==> src/rtl/wbr_pkg.sv <==
package wbr_pkg;

    localparam int REG_AW = 8;
    localparam int REG_DW = 32;

    // word offsets (byte address / 4)
    localparam int WORD_PERIOD = 0;
    localparam int WORD_THR    = 1;
    localparam int WORD_CNT    = 8;

    typedef logic [REG_AW-3:0] widx_t;

    typedef enum logic [1:0] {
        SEL_NONE,
        SEL_PERIOD,
        SEL_THR,
        SEL_CNT
    } reg_sel_e;

    typedef struct packed {
        reg_sel_e sel;
        widx_t    idx;
    } reg_dec_t;

    function automatic reg_dec_t decode_addr(input logic [REG_AW-1:0] a, input int n);
        reg_dec_t d;
        int       w;
        d.sel = SEL_NONE;
        d.idx = '0;
        w     = int'(a[REG_AW-1:2]);
        if (a[1:0] == 2'b00) begin
            if (w == WORD_PERIOD) begin
                d.sel = SEL_PERIOD;
            end else if (w >= WORD_THR && w < WORD_THR + n) begin
                d.sel = SEL_THR;
                d.idx = widx_t'(w - WORD_THR);
            end else if (w >= WORD_CNT && w < WORD_CNT + n) begin
                d.sel = SEL_CNT;
                d.idx = widx_t'(w - WORD_CNT);
            end
        end
        return d;
    endfunction

endpackage

==> src/rtl/wbr_regs.sv <==
module wbr_regs
    import wbr_pkg::*;
#(
    parameter int N_REQ      = 4,
    parameter int CNT_W      = 16,
    parameter int PER_W      = 32,
    parameter int DEF_PERIOD = 64,
    parameter int DEF_THR    = 8
) (
    input  logic                         clk,
    input  logic                         rst,
    input  logic                         we,
    input  logic [REG_AW-1:0]            addr,
    input  logic [REG_DW-1:0]            wdata,
    input  logic [N_REQ-1:0][CNT_W-1:0]  last_cnt,
    output logic [PER_W-1:0]             shd_period,
    output logic [N_REQ-1:0][CNT_W-1:0]  shd_thr,
    output logic [REG_DW-1:0]            rdata
);

    reg_dec_t dec;
    assign dec = decode_addr(addr, N_REQ);

    always_ff @(posedge clk) begin
        if (rst) begin
            shd_period <= PER_W'(DEF_PERIOD);
            for (int i = 0; i < N_REQ; i++) shd_thr[i] <= CNT_W'(DEF_THR);
        end else if (we) begin
            if (dec.sel == SEL_PERIOD) shd_period <= wdata[PER_W-1:0];
            for (int i = 0; i < N_REQ; i++) begin
                if (dec.sel == SEL_THR && int'(dec.idx) == i) shd_thr[i] <= wdata[CNT_W-1:0];
            end
        end
    end

    always_comb begin
        rdata = '0;
        case (dec.sel)
            SEL_PERIOD: rdata[PER_W-1:0] = shd_period;
            SEL_THR: begin
                for (int i = 0; i < N_REQ; i++)
                    if (int'(dec.idx) == i) rdata[CNT_W-1:0] = shd_thr[i];
            end
            SEL_CNT: begin
                for (int i = 0; i < N_REQ; i++)
                    if (int'(dec.idx) == i) rdata[CNT_W-1:0] = last_cnt[i];
            end
            default: rdata = '0;
        endcase
    end


    cnt_region_ro_chk: assert property (@(posedge clk) disable iff (rst)
        (we && dec.sel == SEL_CNT) |=> ($stable(shd_thr) && $stable(shd_period)));

endmodule

==> src/rtl/wbr_window.sv <==
module wbr_window #(
    parameter int PER_W      = 32,
    parameter int DEF_PERIOD = 64
) (
    input  logic             clk,
    input  logic             rst,
    input  logic [PER_W-1:0] shd_period,
    output logic             wend
);

    logic [PER_W-1:0] tmr;
    logic [PER_W-1:0] act_period;

    // last cycle of the window; a period of 0 or 1 gives one-cycle windows
    assign wend = (tmr + 1'b1) >= act_period;

    always_ff @(posedge clk) begin
        if (rst) begin
            tmr        <= '0;
            act_period <= PER_W'(DEF_PERIOD);
        end else if (wend) begin
            tmr        <= '0;
            act_period <= shd_period;
        end else begin
            tmr <= tmr + 1'b1;
        end
    end


    tmr_bound_chk: assert property (@(posedge clk) disable iff (rst)
        (act_period == '0) || (tmr < act_period));


    period_hold_chk: assert property (@(posedge clk) disable iff (rst)
        !wend |=> $stable(act_period));

endmodule

==> src/rtl/wbr_budget.sv <==
module wbr_budget #(
    parameter int CNT_W   = 16,
    parameter int DEF_THR = 8
) (
    input  logic             clk,
    input  logic             rst,
    input  logic             wend,
    input  logic [CNT_W-1:0] shd_thr,
    input  logic             up_valid,
    output logic             up_ready,
    output logic             dn_valid,
    input  logic             dn_ready,
    output logic [CNT_W-1:0] last_cnt
);

    logic [CNT_W-1:0] act_thr;
    logic [CNT_W-1:0] cnt;
    logic             allow;
    logic             hs;

    assign allow    = cnt < act_thr;
    assign dn_valid = up_valid & allow;
    assign up_ready = dn_ready & allow;
    assign hs       = up_valid & dn_ready & allow;

    always_ff @(posedge clk) begin
        if (rst) begin
            act_thr  <= CNT_W'(DEF_THR);
            cnt      <= '0;
            last_cnt <= '0;
        end else if (wend) begin
            act_thr  <= shd_thr;
            last_cnt <= cnt + CNT_W'(hs);
            cnt      <= '0;
        end else if (hs) begin
            cnt <= cnt + 1'b1;
        end
    end


    cnt_le_thr_chk: assert property (@(posedge clk) disable iff (rst)
        cnt <= act_thr);


    cnt_step_chk: assert property (@(posedge clk) disable iff (rst)
        (hs && !wend) |=> (cnt == $past(cnt) + 1'b1));


    win_clear_chk: assert property (@(posedge clk) disable iff (rst)
        wend |=> (cnt == '0));


    last_hold_chk: assert property (@(posedge clk) disable iff (rst)
        !wend |=> $stable(last_cnt));


    zero_thr_block_chk: assert property (@(posedge clk) disable iff (rst)
        (act_thr == '0) |-> (!dn_valid && !up_ready));

endmodule

==> src/rtl/wbr_top.sv <==
module wbr_top
    import wbr_pkg::*;
#(
    parameter int N_REQ      = 4,
    parameter int CNT_W      = 16,
    parameter int PER_W      = 32,
    parameter int DEF_PERIOD = 64,
    parameter int DEF_THR    = 8
) (
    input  logic              clk,
    input  logic              rst,
    input  logic [N_REQ-1:0]  up_valid,
    output logic [N_REQ-1:0]  up_ready,
    output logic [N_REQ-1:0]  dn_valid,
    input  logic [N_REQ-1:0]  dn_ready,
    input  logic              reg_we,
    input  logic [REG_AW-1:0] reg_addr,
    input  logic [REG_DW-1:0] reg_wdata,
    output logic [REG_DW-1:0] reg_rdata
);

    logic                        wend;
    logic [PER_W-1:0]            shd_period;
    logic [N_REQ-1:0][CNT_W-1:0] shd_thr;
    logic [N_REQ-1:0][CNT_W-1:0] last_cnt;

    wbr_regs #(
        .N_REQ(N_REQ), .CNT_W(CNT_W), .PER_W(PER_W),
        .DEF_PERIOD(DEF_PERIOD), .DEF_THR(DEF_THR)
    ) u_regs (
        .clk(clk), .rst(rst), .we(reg_we), .addr(reg_addr), .wdata(reg_wdata),
        .last_cnt(last_cnt), .shd_period(shd_period), .shd_thr(shd_thr),
        .rdata(reg_rdata)
    );

    wbr_window #(.PER_W(PER_W), .DEF_PERIOD(DEF_PERIOD)) u_window (
        .clk(clk), .rst(rst), .shd_period(shd_period), .wend(wend)
    );

    for (genvar i = 0; i < N_REQ; i++) begin : g_req
        wbr_budget #(.CNT_W(CNT_W), .DEF_THR(DEF_THR)) u_budget (
            .clk(clk), .rst(rst), .wend(wend), .shd_thr(shd_thr[i]),
            .up_valid(up_valid[i]), .up_ready(up_ready[i]),
            .dn_valid(dn_valid[i]), .dn_ready(dn_ready[i]),
            .last_cnt(last_cnt[i])
        );
    end

endmodule

==> config.mk <==
export PLATFORM = sky130hd
export DESIGN_NAME = wbr_top
export DESIGN_NICKNAME = d
export VERILOG_FILES = /design/src/rtl/wbr_pkg.sv /design/src/rtl/wbr_regs.sv /design/src/rtl/wbr_window.sv /design/src/rtl/wbr_budget.sv /design/src/rtl/wbr_top.sv
export SDC_FILE = /design/constraint.sdc
export NUM_CORES = 1
export LEC_CHECK = 0
export ABC_AREA = 1
export CORE_MARGIN = 2
export CORE_UTILIZATION = 35
export CTS_CLUSTER_SIZE = 20
export DETAILED_ROUTE_END_ITERATION = 6
export DONT_BUFFER_PORTS = 1
export SYNTH_ARGS = -nofsm -noshare
export SYNTH_HDL_FRONTEND = slang
export SYNTH_SLANG_ARGS = --single-unit
==> constraint.sdc <==
create_clock -name clk -period 3.3 [get_ports clk]
set_input_delay 0.495 -clock clk [delete_from_list [all_inputs] [get_ports clk]]
set_output_delay 0.495 -clock clk [all_outputs]
set_load 0.05 [all_outputs]
; Word level (Yosys, flattened, before mapping)
; Index checks and enable logic that the tools add are counted.
[word_totals]
reg_bits = 352
latchBits = 0
mem_bits_rw = 0
romBits = 0
wordCells = 91
memories = 0
[op_classes]
addsub = 11
n_mul = 0
div = 0
n_lt_le_gt_ge = 9
n_eq_ne = 6
n_shift = 0
n_mux = 15
bitwise_logic = 16
reduce_logical = 15
[ops]
columns = cell, count
row1 = two-way mux 16 bit, 9
row2 = adder 16 x 1 -> 16 bit, 4
row3 = "adder 16 x 1 -> 16 bit, second input constant", 4
row4 = < comparator 16 bit, 4
row5 = case mux 16 bit (3 select lines), 1
row6 = "adder 32 x 1 -> 32 bit, second input constant", 1
row7 = greater-or-equal comparator 32 bit, 1
row8 = two-way mux 8 bit, 3
row9 = bitwise AND 1 bit, 16
row10 = "equality test 6 x 3 -> 1 bit, second input constant", 2
row11 = logical NOT 6 bit, 2
row12 = AND reduction 2 bit, 5
row13 = "equality test 6 x 2 -> 1 bit, second input constant", 1
row14 = "greater-or-equal comparator 6 x 1 -> 1 bit, second input constant", 1
row15 = "greater-or-equal comparator 6 x 4 -> 1 bit, second input constant", 1
row16 = logical AND 1 bit, 6
row17 = "< comparator 6 x 3 -> 1 bit, second input constant", 1
row18 = "< comparator 6 x 4 -> 1 bit, second input constant", 1
row19 = two-way mux 6 bit, 1
row20 = "subtractor 6 x 1 -> 6 bit, second input constant", 1
row21 = "subtractor 6 x 4 -> 6 bit, second input constant", 1
row22 = "equality test 2 bit, second input constant", 2
row23 = "equality test 2 x 1 -> 1 bit, second input constant", 1
row24 = logical NOT 2 bit, 1
row25 = 2 further kinds, 2

; Depth between registers and ports, before layout
; Gate-level depths: netlist of the first run.
[logic_depth]
depth_word = 12
ltp_mapped = 24
ltp_nobuf = 22

; Cells and area by module
; From an unflattened synthesis of the first run, not the netlist that was laid out.
[unflattened]
hier_cells = 3183
area_unflattened_um2 = 20947.6
[modules_own_cells]
columns = mod, n_inst, cells_each, area_per_inst_um2, seq_area_each_um2
row1 = wbr_budget (g_req[1].u_budget ...), 3, 413, 2796.4, 960.9
row2 = wbr_regs, 1, 951, 5769.3, 1921.8
row3 = wbr_window, 1, 580, 3953.8, 1281.2
row4 = wbr_budget (g_req[0].u_budget), 1, 413, 2835.2, 960.9

; Worst setup path before layout of the first run
; Ideal clock, no wire load.
[synth_timing]
path_kind = register -> register
startpoint = register u_window.tmr[0]
endpoint = register g_req[0].u_budget.act_thr[10]
setup_time_ns = 0.119
t_arrival_ns = 3.170
required_time_ns = 3.181
slack_ns = 0.011
stages_incl_launch_ff = 22
path_buffers = 2
period_less_slack_ns = 3.289
cell_sequence = dfxtp_1 > ha_1 > nand2_1 > nor2_2 > nand2_2 > inv_1 > nand2_1 > nor2_2 > nand2_1 > nor3_2 > nand3_1 > xnor2_2 > ha_1 > nand2_1 > nor2_1 > nand2_1 > nor4_2 > nand4_1 > nand3_1 > clkbuf_1 > buf_2 > a21oi_1
[synth_via]
elab_chain_cells = 2
[synth_lines]
columns = element, line
row1 = "start, declared", wbr_window.sv:11  ; logic [PER_W-1:0] tmr;
row2 = "start signal, assigned", wbr_window.sv:25  ; tmr <= tmr + 1'b1;
row3 = adder 32 x 1 -> 32 bit, wbr_window.sv:15  ; assign wend = (tmr + 1'b1) >= act_period;
row4 = greater-or-equal comparator 32 bit, wbr_window.sv:15
row5 = "end signal, assigned", wbr_budget.sv:28  ; act_thr <= CNT_W'(DEF_THR);
row6 = "end signal, assigned", wbr_budget.sv:32  ; act_thr <= shd_thr;
row7 = "end, declared", wbr_budget.sv:16  ; logic [CNT_W-1:0] act_thr;
; No other way between the ends.
; A chain may end at the register's enable or synchronous reset.

; Worst setup path in the final report of the first run
[layout_timing]
startpoint = register u_window.tmr[0]
endpoint = register g_req[3].u_budget.last_cnt[5]
[layout_via]
elab_chain_cells = 2
[layout_lines]
columns = element, line
row1 = adder 32 x 1 -> 32 bit, wbr_window.sv:15
row2 = greater-or-equal comparator 32 bit, wbr_window.sv:15
row3 = "end signal, assigned", wbr_budget.sv:33  ; last_cnt <= cnt + CNT_W'(hs);
row4 = "end, declared", wbr_budget.sv:13  ; output logic [CNT_W-1:0] last_cnt
; No other way between the ends.

==> reports/metrics.yaml, run 1 <==
end_kind: "flip-flop"
hold_viol: 0
synth.area.top_cells: "dfxtp_1 38%, a21oi_1 11%, nand2_1 8.6%"
ys_ff_latch: 352
outcome: "complete, but fails checks"
leakage_nw: 9.92
finalCritPeriodShare_pct: 110
drtPass1Iterations: 6
regToRegStartpoint: "u_window.tmr[0]"
syn2layout_area_growth_pct: 30.8
syn_nets: 2793
synth_cell_types: 37
peakVddDrop_mv: 0.289
rsz0062_at_grt: "yes"
grt_max_degree: 137
async_flop_share_pct: 0
required_ns: 3.78
synth_area_sq_mm: 0.0188
fin_worst_skew_ns: 0.0182
ant_nets: 0
powerDensity_mw_per_mm2: 389
violations: "negative setup slack"
r2r_slack_ns: -0.33
cp-endpoint: "g_req[3].u_budget.last_cnt[5]"
cts_sinks: 352
hold_path_class: "input port to flip-flop"
arrival_ns: 4.11
drt_wl_total_um: 63100
yosys_warnings: 0
via_per_inst: 5.14
r2r_cells: 25
utilization_pct: 46.5
gr-usage-all-layers_pct: 21.5
dp.final_hpwl_um: 43800
dp.cells: 3409
die_area_sq_mm: 0.0555
place_congestion: 0.939
fp.dieH_um: 236
cts_root_buf: "clkbuf_16"
fin_crit_ns: 3.63
vias: 18200
yosysSeqAreaShare_pct: 37.5
setup_violations: 265
grt_pass1_vias: 17100
wire_per_inst_um: 17.8
synth_edf_count: 0
clock_path_buffers: 3
grt_pass1_wl_um: 95100
path_class: "flip-flop to flip-flop"
placed_cell_area_sq_mm: 0.0210
overflow: 0
synth_top_area_share_pct: 37.5
clk_pin_slew_ns: 0.06
drive_above_1_share_pct: 20.8
die_w_um: 236
slew_violations: 0
setup_slack_ns: -0.329
nets: 2988
worst_pin_slew_ns: 1.01
drc: 0
core-area_sq_mm: 0.0528
syn_avg_cell_area_sq_um: 7.13
cts_tree: "done"
cts_buffers: 40
yosys.area.top_type: "dfxtp_1"
ys.flop_type: "dfxtp_1"
diodes: 0
fin_area_sq_mm: 0.0246
final_cells: 3546
row_count: 84
synthTopCellsByCount: "431 x nand2_1, 396 x a21oi_1, 352 x dfxtp_1, 323 x inv_1, 220 x o21ai_0"
htreeDepth: 2
yosysMostFrequentCell: "nand2_1"
clock_latency_ns: 0.57
startpoint: "u_window.tmr[0]"
io_pins: 91
start_util_pct: 35.6
antenna_found_initial: 0
reg2reg_to: "g_req[3].u_budget.last_cnt[5]"
port-buffer-count: 0
max_cap_violations: 0
max_freq_ghz: 0.276
finalSetupTns_ns: -56.57
critPathMaxFanout: 8
n_fill_cell: 5071
synth_cells: 2633
relSlewSlack_pct: 32.8
first_iter_violations: 1371
start_kind: "flip-flop"
[cell type report]
type	count	area (sq um)	share of cell area, %
Sequential cell	352	7050	28.7
Inverter	335	1260	5.15
Tap cell	688	861	3.51
Clock inverter	18	272	1.11
Clock buffer	54	1170	4.75
Timing Repair Buffer	297	3270	13.3
Multi-Input combinational cell	1802	10700	43.4
[repair_timing]
item                                    in CTS  in global routing
setup buffers                               22                 20
gates resized for setup                    183                229
hold buffers                                 0                  0
cloned                                      19                 10
endpoints found under the setup margin     272                272
pin swaps                                   18                 35
[metal layers]
| metal | track usage [%] | share of wire (%) | vias to the layer above |
|---|---|---|---|
| li1 | - | - | 9028 |
| met1 | 29.2 | 45 | 8510 |
| met2 | 33.4 | 44 | 550 |
| met3 | 3.68 | 6.1 | 144 |
| met4 | 9.52 | 4.8 | 0 |
| met5 | 0 | 0 | - |
[power breakdown]
part           total, mW  switching [mW]  internal, mW
sequential          4.27          0.0120          4.26
combinational      0.394           0.254         0.139
clock               4.89            1.93          2.96
[critical path, cell delays in order (launching register included)]
cell     delay [ns]
dfxtp_2        0.36
ha_4           0.16
nand2_4        0.06
nor2_4         0.12
nand2_4        0.08
inv_4          0.07
nand2_4        0.05
nor2_4         0.12
nand2_4        0.07
nor3_4         0.22
nand3_2        0.12
xnor2_2        0.16
ha_1           0.27
nand2_1        0.07
nor2_2         0.15
nand2_1        0.10
nor4_2         0.14
buf_4          0.18
nand4_1        0.15
nand3_4        0.14
buf_12         0.15
buf_12         0.16
buf_6          0.11
buf_8          0.12
o21ai_4        0.06
a21oi_2        0.15
[per-stage QoR]
| step | hold WS, ns | setup WS [ns] | power [mW] |
|---|---|---|---|
| 2_1_floorplan | 0.444 | 0.0109 | 4.59 |
| 3_3_place_gp | 0.460 | -0.407 | 4.70 |
| 3_5_place_dp | 0.473 | -0.474 | 4.71 |
| 4_1_cts | 0.0174 | -0.409 | 9.59 |
| 5_1_grt | 0.0169 | -0.488 | 9.83 |
| 6_report | 0.0369 | -0.329 | 9.55 |
[cells in the final DEF (no fill, tap or decap), types with 5 or more instances in the layout]
cell type,instances
nand3_2,5
nor2_1,163
clkbuf_16,52
nand2_1,421
inv_1,322
ha_1,106
o21ai_4,7
a21oi_1,297
nand3b_1,5
xnor2_1,43
buf_16,15
buf_4,208
nand3_1,155
xor2_1,88
nor3_1,24
nor2_4,9
clkbuf_1,5
o21ai_2,44
bufinv_16,6
o21ai_1,146
buf_12,31
buf_8,15
nand2_2,12
o21ai_0,105
nor2_2,15
dfxtp_1,350
a21oi_2,97
buf_6,18
nand2_4,5
clkbuf_8,7
clkinvlp_4,5
inv_2,7
nand4_1,18
[cell families after synthesis]
logic type,count (synthesis),share of synthesized area (%)
XOR/XNOR,135,6.34
AND/OR/NAND/NOR,852,19.6
buffers and inverters,479,10.3
AO/OA/AOI/OAI,706,19.0
flip-flops,352,37.5
adder cells (fa/ha/maj),109,7.27
[how the worst min path moves through the flow]
stage	startpoint	to	slack [ns]	depth (start not counted)
3_3_place_gp	u_regs.shd_period[16]	u_window.act_period[16]	0.46	2
3_5_place_dp	u_regs.shd_thr[42]	u_regs.shd_thr[42]	0.47	2
5_1_grt	rst	g_req[0].u_budget.act_thr[3]	0.02	2
2_1_floorplan	u_regs.shd_thr[32]	g_req[2].u_budget.act_thr[0]	0.44	2
6_report	rst	g_req[0].u_budget.act_thr[3]	0.04	2
4_1_cts	rst	u_window.act_period[6]	0.02	2
[registers in the layout, indices dropped and copies added (netlist names)]
| name | count |
|---|---|
| u_regs.shd_period | 32 |
| u_window.tmr | 32 |
| g_req.u_budget.last_cnt | 64 |
| u_window.act_period | 32 |
| g_req.u_budget.act_thr | 64 |
| u_regs.shd_thr | 64 |
| g_req.u_budget.cnt | 64 |
Power figures use the tool's default switching activity.
==> run 2: changes to the inputs <==
- ABC_CLOCK_PERIOD_IN_PS: unset -> 3300
- RECOVER_POWER: unset -> 25
==> reports/metrics.yaml, run 2 (synthesis gave the netlist of run 1 again) <==
drtPass1Iterations: 5  # was 6
start_kind: "flip-flop"  # unchanged
fp.dieH_um: 236  # unchanged
ant_nets: 0  # unchanged
leakage_nw: 9.92  # about the same
fin_worst_skew_ns: 0.0194  # was 0.0182 ns
gr-usage-all-layers_pct: 21.5  # unchanged
critPathMaxFanout: 8  # unchanged
regToRegStartpoint: "u_window.tmr[0]"  # unchanged
rsz0062_at_grt: "yes"  # unchanged
hp-start: "rst"  # unchanged
place_congestion: 0.939  # unchanged
setup_violations: 266  # was 265
end_kind: "flip-flop"  # unchanged
wire_per_inst_um: 17.8  # about the same
cts_buffers: 40  # unchanged
grt_pass1_vias: 17100  # unchanged
cp_num_buf_inv: 6  # unchanged
layout_commonest_cell: "nand2_1"  # unchanged
utilization_pct: 46.5  # about the same
violations: "negative setup slack"  # unchanged
syn2layout_area_growth_pct: 30.8  # about the same
slew_violations: 0  # unchanged
relSlewSlack_pct: 33.2  # was 32.8%
row_count: 84  # unchanged
max_cap_violations: 0  # unchanged
dp.final_hpwl_um: 43800  # unchanged
critPathMaxStageDelay_ns: 0.36  # about the same
ctsHoldBuffers: 0  # unchanged
arrival_ns: 4.11  # about the same
startpoint: "u_window.tmr[0]"  # unchanged
p_int_mw: 7.36  # about the same
start_util_pct: 35.6  # unchanged
drt_wl_total_um: 63100  # about the same
die_w_um: 236  # unchanged
port-buffer-count: 0  # unchanged
first_iter_violations: 1368  # was 1371
clock_latency_ns: 0.57  # about the same
p_seq_share_pct: 44.7  # about the same
clkPwrFrac_pct: 51.2  # about the same
peakVddDrop_mv: 0.289  # about the same
path_class: "flip-flop to flip-flop"  # unchanged
cp_slowest_cell: "dfxtp_2"  # unchanged
max_freq_ghz: 0.276  # about the same
clk_pin_slew_ns: 0.06  # about the same
final_cell_mix: "421 x nand2_1, 350 x dfxtp_1, 322 x inv_1, 297 x a21oi_1, 206 x buf_4"  # was 421 x nand2_1, 350 x dfxtp_1, 322 x inv_1, 297 x a21oi_1, 208 x buf_4
comb_power_share_pct: 4.1  # about the same
diodes: 0  # unchanged
cts_root_buf: "clkbuf_16"  # unchanged
finalSetupTns_ns: -56.79  # was -56.57 ns
finalCritPeriodShare_pct: 110  # about the same
r2r_cells: 25  # unchanged
powerDensity_mw_per_mm2: 389  # about the same
required_ns: 3.78  # about the same
drive_above_1_share_pct: 20.7  # was 20.8%
cpLargestDelayFamily: "simple AND/OR/NAND/NOR gates"  # unchanged
hold_depth: 2  # unchanged
p_switching_mw: 2.20  # was 2.19 mW
io_pins: 91  # unchanged
outcome: "complete, but fails checks"  # unchanged
hold_end: "g_req[0].u_budget.act_thr[3]"  # unchanged
hold_viol: 0  # unchanged
r2r_slack_ns: -0.33  # about the same
dp.cells: 3409  # unchanged
hold_path_class: "input port to flip-flop"  # unchanged
core-area_sq_mm: 0.0528  # unchanged
clock_path_buffers: 3  # unchanged
via_per_inst: 5.14  # about the same
die_area_sq_mm: 0.0555  # unchanged
htreeDepth: 2  # unchanged
grt_max_degree: 137  # unchanged
overflow: 0  # unchanged
nets: 2988  # unchanged
cts_tree: "done"  # unchanged
crit_top_cell: "nand2_4"  # unchanged
final_cells: 3546  # unchanged
worst_pin_slew_ns: 1.00  # was 1.01 ns
drc: 0  # unchanged
reg2reg_to: "g_req[3].u_budget.last_cnt[5]"  # unchanged
fin_crit_ns: 3.63  # about the same
setup_slack_ns: -0.329  # about the same
power.share.switching_pct: 23.0  # about the same
grt_pass1_wl_um: 95100  # unchanged
cts_sinks: 352  # unchanged
antenna_found_initial: 0  # unchanged
vias: 18200  # about the same
[run 2: cell types whose count changed in the layout (fill, tap and decap cells not counted)]
| cell | delta |
|---|---|
| o21ai_1 | -2 |
| buf_4 | -2 |
| clkbuf_1 | +2 |
| o21ai_0 | +2 |
[run 2: per-layer routing]
metal	vias to the layer above	global-route usage, %	part of all wire [%]
met4	0	9.52	4.8
met1	8545	29.2	45
met2	529	33.4	44
li1	9024	-	-
met3	142	3.68	5.8
met5	-	0	0
[run 2: worst max-delay path by stage]
stage | end | cells past startpoint
after floorplan | g_req[0].u_budget.act_thr[10] | 21
after CTS | g_req[2].u_budget.last_cnt[5] | 25
after global routing | g_req[0].u_budget.act_thr[10] | 25
final | g_req[3].u_budget.last_cnt[5] | 25
after detailed placement | g_req[2].u_budget.last_cnt[3] | 23
after global placement | g_req[2].u_budget.last_cnt[5] | 24
[run 2: cell type report]
type | instances | area [sq um]
sequential | 352 | 7050
multi-input combinational | 1802 | 10700
clock inverter | 18 | 272
fill | 5073 | 28200
tap | 688 | 861
inverter | 335 | 1260
timing repair buffer | 297 | 3270
clock buffer | 54 | 1170
[run 2: power groups by stage]
stage / registers (mW) / logic (mW) / clock network, mW
2_1_floorplan: 4.36 / 0.226 / 0
3_3_place_gp: 4.36 / 0.340 / 0
3_5_place_dp: 4.36 / 0.344 / 0
4_1_cts: 4.27 / 0.355 / 4.96
5_1_grt: 4.27 / 0.427 / 5.13
6_report: 4.27 / 0.393 / 4.89
[run 2: what timing repair did]
| action | in CTS | in global routing |
|---|---|---|
| gates cloned | 19 | 10 |
| setup buffers | 22 | 20 |
| endpoints found under the hold margin | 0 | 0 |
| endpoints found under the setup margin | 272 | 272 |
| resized for setup | 183 | 229 |
| pin swaps | 18 | 35 |
[run 2: metrics by stage]
stage | power [mW] | cell area (sq um) | setup slack (ns) | hold slack (ns)
floorplan | 4.59 | 18800 | 0.0109 | 0.444
global placement | 4.70 | 21000 | -0.407 | 0.460
detailed placement | 4.71 | 21000 | -0.474 | 0.473
CTS | 9.59 | 23500 | -0.409 | 0.0174
global route | 9.83 | 24500 | -0.488 | 0.0169
finish | 9.56 | 24500 | -0.329 | 0.0373
==> run 3: changes to the inputs <==
- ABC_CLOCK_PERIOD_IN_PS: 3300 -> 3000
- SETUP_SLACK_MARGIN: unset -> 0.2
- clock period: 3.3 -> 3 ns (I/O delays scaled with it)
==> reports/metrics.yaml, run 3 (synthesis gave the netlist of run 1 again) <==
cp_cell_sequence: "ha_4, nand2_4, nor2_4, nand2_2, inv_2, nand2_4, nor2_4, nand2_2, nor3_4, nand2_2, xor2_2, inv_1, ha_1, nand2_1, nor2_2, nand2_2, nor4_4, nand4_1, nand3_4, clkbuf_16, buf_12, clkbuf_16, a21oi_2"
outcome: "complete, but fails checks"  # unchanged
core-area_sq_mm: 0.0528  # unchanged
critPathMaxStageDelay_ns: 0.36  # about the same
drt_wl_total_um: 63200  # was 63100 um
ant_nets: 0  # unchanged
grt_pass1_vias: 17300  # was 17100
row_count: 84  # unchanged
place_ws_ns: -0.815  # was -0.474 ns
path_class: "flip-flop to flip-flop"  # unchanged
leakage_nw: 10.1  # was 9.92 nW
die_area_sq_mm: 0.0555  # unchanged
max_freq_ghz: 0.276  # about the same
place_congestion: 0.904  # was 0.939
htreeDepth: 2  # unchanged
fin_crit_ns: 3.63  # about the same
clk_pin_slew_ns: 0.06  # about the same
dp.cells: 3425  # was 3409
overflow: 0  # unchanged
required_ns: 3.45  # was 3.78 ns
setup_slack_ns: -0.626  # was -0.329 ns
wire_per_inst_um: 17.7  # was 17.8 um
clock_path_buffers: 3  # unchanged
peakVddDrop_mv: 0.384  # was 0.289 mV
comb_power_share_pct: 4.4  # was 4.1%
finalCritPeriodShare_pct: 121  # was 110%
end_kind: "flip-flop"  # unchanged
p_int_mw: 8.02  # was 7.36 mW
hold_path_class: "input port to flip-flop"  # unchanged
start_kind: "flip-flop"  # unchanged
utilization_pct: 47.0  # was 46.5%
first_iter_violations: 1793  # was 1368
die_w_um: 236  # unchanged
p_switching_mw: 2.38  # was 2.20 mW
drive_above_1_share_pct: 20.8  # was 20.7%
via_per_inst: 5.16  # was 5.14
p_seq_share_pct: 45.1  # was 44.7%
io_pins: 91  # unchanged
setup_violations: 272  # was 266
layout_commonest_cell: "nand2_1"  # unchanged
vias: 18400  # was 18200
crit_top_cell: "nand2_2"  # was nand2_4
grt_max_degree: 161  # was 137
final_cells: 3565  # was 3546
port-buffer-count: 0  # unchanged
violations: "negative setup slack"  # unchanged
nets: 3006  # was 2988
syn2layout_area_growth_pct: 32.2  # was 30.8%
slew_violations: 0  # unchanged
fp.dieH_um: 236  # unchanged
cts_tree: "done"  # unchanged
rsz0062_at_grt: "yes"  # unchanged
arrival_ns: 4.08  # was 4.11 ns
relSlewSlack_pct: 35.5  # was 33.2%
fin_worst_skew_ns: 0.0333  # was 0.0194 ns
grt_pass1_wl_um: 92300  # was 95100 um
gr-usage-all-layers_pct: 20.5  # was 21.5%
critPathMaxFanout: 7  # was 8
cts_root_buf: "clkbuf_16"  # unchanged
hold_viol: 0  # unchanged
fin_area_sq_mm: 0.0248  # was 0.0245 sq mm
dp.final_hpwl_um: 42600  # was 43800 um
start_util_pct: 35.6  # unchanged
drtPass1Iterations: 5  # unchanged
clkPwrFrac_pct: 50.5  # was 51.2%
cts_sinks: 352  # unchanged
placed_cell_area_sq_mm: 0.0214  # was 0.0210 sq mm
drc: 0  # unchanged
powerDensity_mw_per_mm2: 419  # was 389 mW/mm^2
antenna_found_initial: 0  # unchanged
clock_latency_ns: 0.57  # about the same
final_cell_mix: "423 x nand2_1, 349 x dfxtp_1, 321 x inv_1, 294 x a21oi_1, 222 x buf_4"  # was 421 x nand2_1, 350 x dfxtp_1, 322 x inv_1, 297 x a21oi_1, 206 x buf_4
max_cap_violations: 0  # unchanged
power.share.switching_pct: 22.9  # was 23.0%
cp_slowest_cell: "dfxtp_4"  # was dfxtp_2
cts_buffers: 40  # unchanged
diodes: 0  # unchanged
worst_pin_slew_ns: 0.966  # was 1.00 ns
n_fill_cell: 5092  # was 5073
-- run 3: cell types whose count changed in the layout (fill, tap and decap cells not counted), sizes merged --
cell         before  now
clkinvlp          5    2
clkbuf           66   88
dlygate4sd3       0    2
bufinv            6    5
bufbuf            0    1
buf             285  280
inv             331  334
-- run 3: per-layer routing --
metal  track usage, %  wire length [um]
met5                0                 0
met4             6.52              1890
met3             3.51              3870
met2             33.3             28900
met1             27.7             28500
-- run 3: timing repair --
action	CTS	global route
pin swaps	6	53
hold endpoints to repair	5	0
hold buffers	2	0
setup endpoints to repair	274	280
resized for setup	42	197
cloned	8	34
buffers inserted	11	12
-- run 3: final cells by class --
cell class | instances | area (sq um) | area share, %
clock buffers | 56 | 1170 | 4.73
clock inverters | 17 | 230 | 0.928
repair buffers | 315 | 3630 | 14.6
inverters | 335 | 1260 | 5.09
flip-flops and latches | 352 | 7050 | 28.4
multi-input cells | 1802 | 10600 | 42.7
well taps | 688 | 861 | 3.47
-- run 3: worst paths after layout --
path,start,end,cells past startpoint,slack [ns]
setup reg to reg,u_window.tmr[0],g_req[1].u_budget.last_cnt[3],23,-0.63
hold reg to reg,u_regs.shd_thr[16],g_req[1].u_budget.act_thr[0],2,0.48
hold / removal,reg_wdata[6],u_regs.shd_period[6],2,0.03
setup / recovery,u_window.tmr[0],g_req[1].u_budget.last_cnt[3],23,-0.63
-- run 3: stage by stage --
stage               setup TNS (ns)  hold WS, ns  total power [mW]
finish                     -143.60       0.0291              10.4
global route               -205.63       0.0248              10.7
CTS                        -136.16      0.00261              10.4
detailed placement         -190.87        0.463              5.18
global placement           -163.21        0.463              5.17
floorplan                   -13.54        0.438              5.06
-- run 3: power by group through the flow --
stage	Sequential (mW)	Clock, mW	Combinational, mW
floorplan	4.80	0	0.263
global placement	4.80	0	0.369
detailed placement	4.80	0	0.378
CTS	4.70	5.32	0.384
global route	4.69	5.51	0.491
finish	4.70	5.25	0.454
-- run 3: critical path, delay by kind of cell, from the launching register on --
kind,cells,cell delay [ns]
buf+inv,5,0.71
fa+ha+maj,2,0.43
xor+xnor,1,0.15
compound gates,1,0.05
simple gates,14,1.78
flops,1,0.36
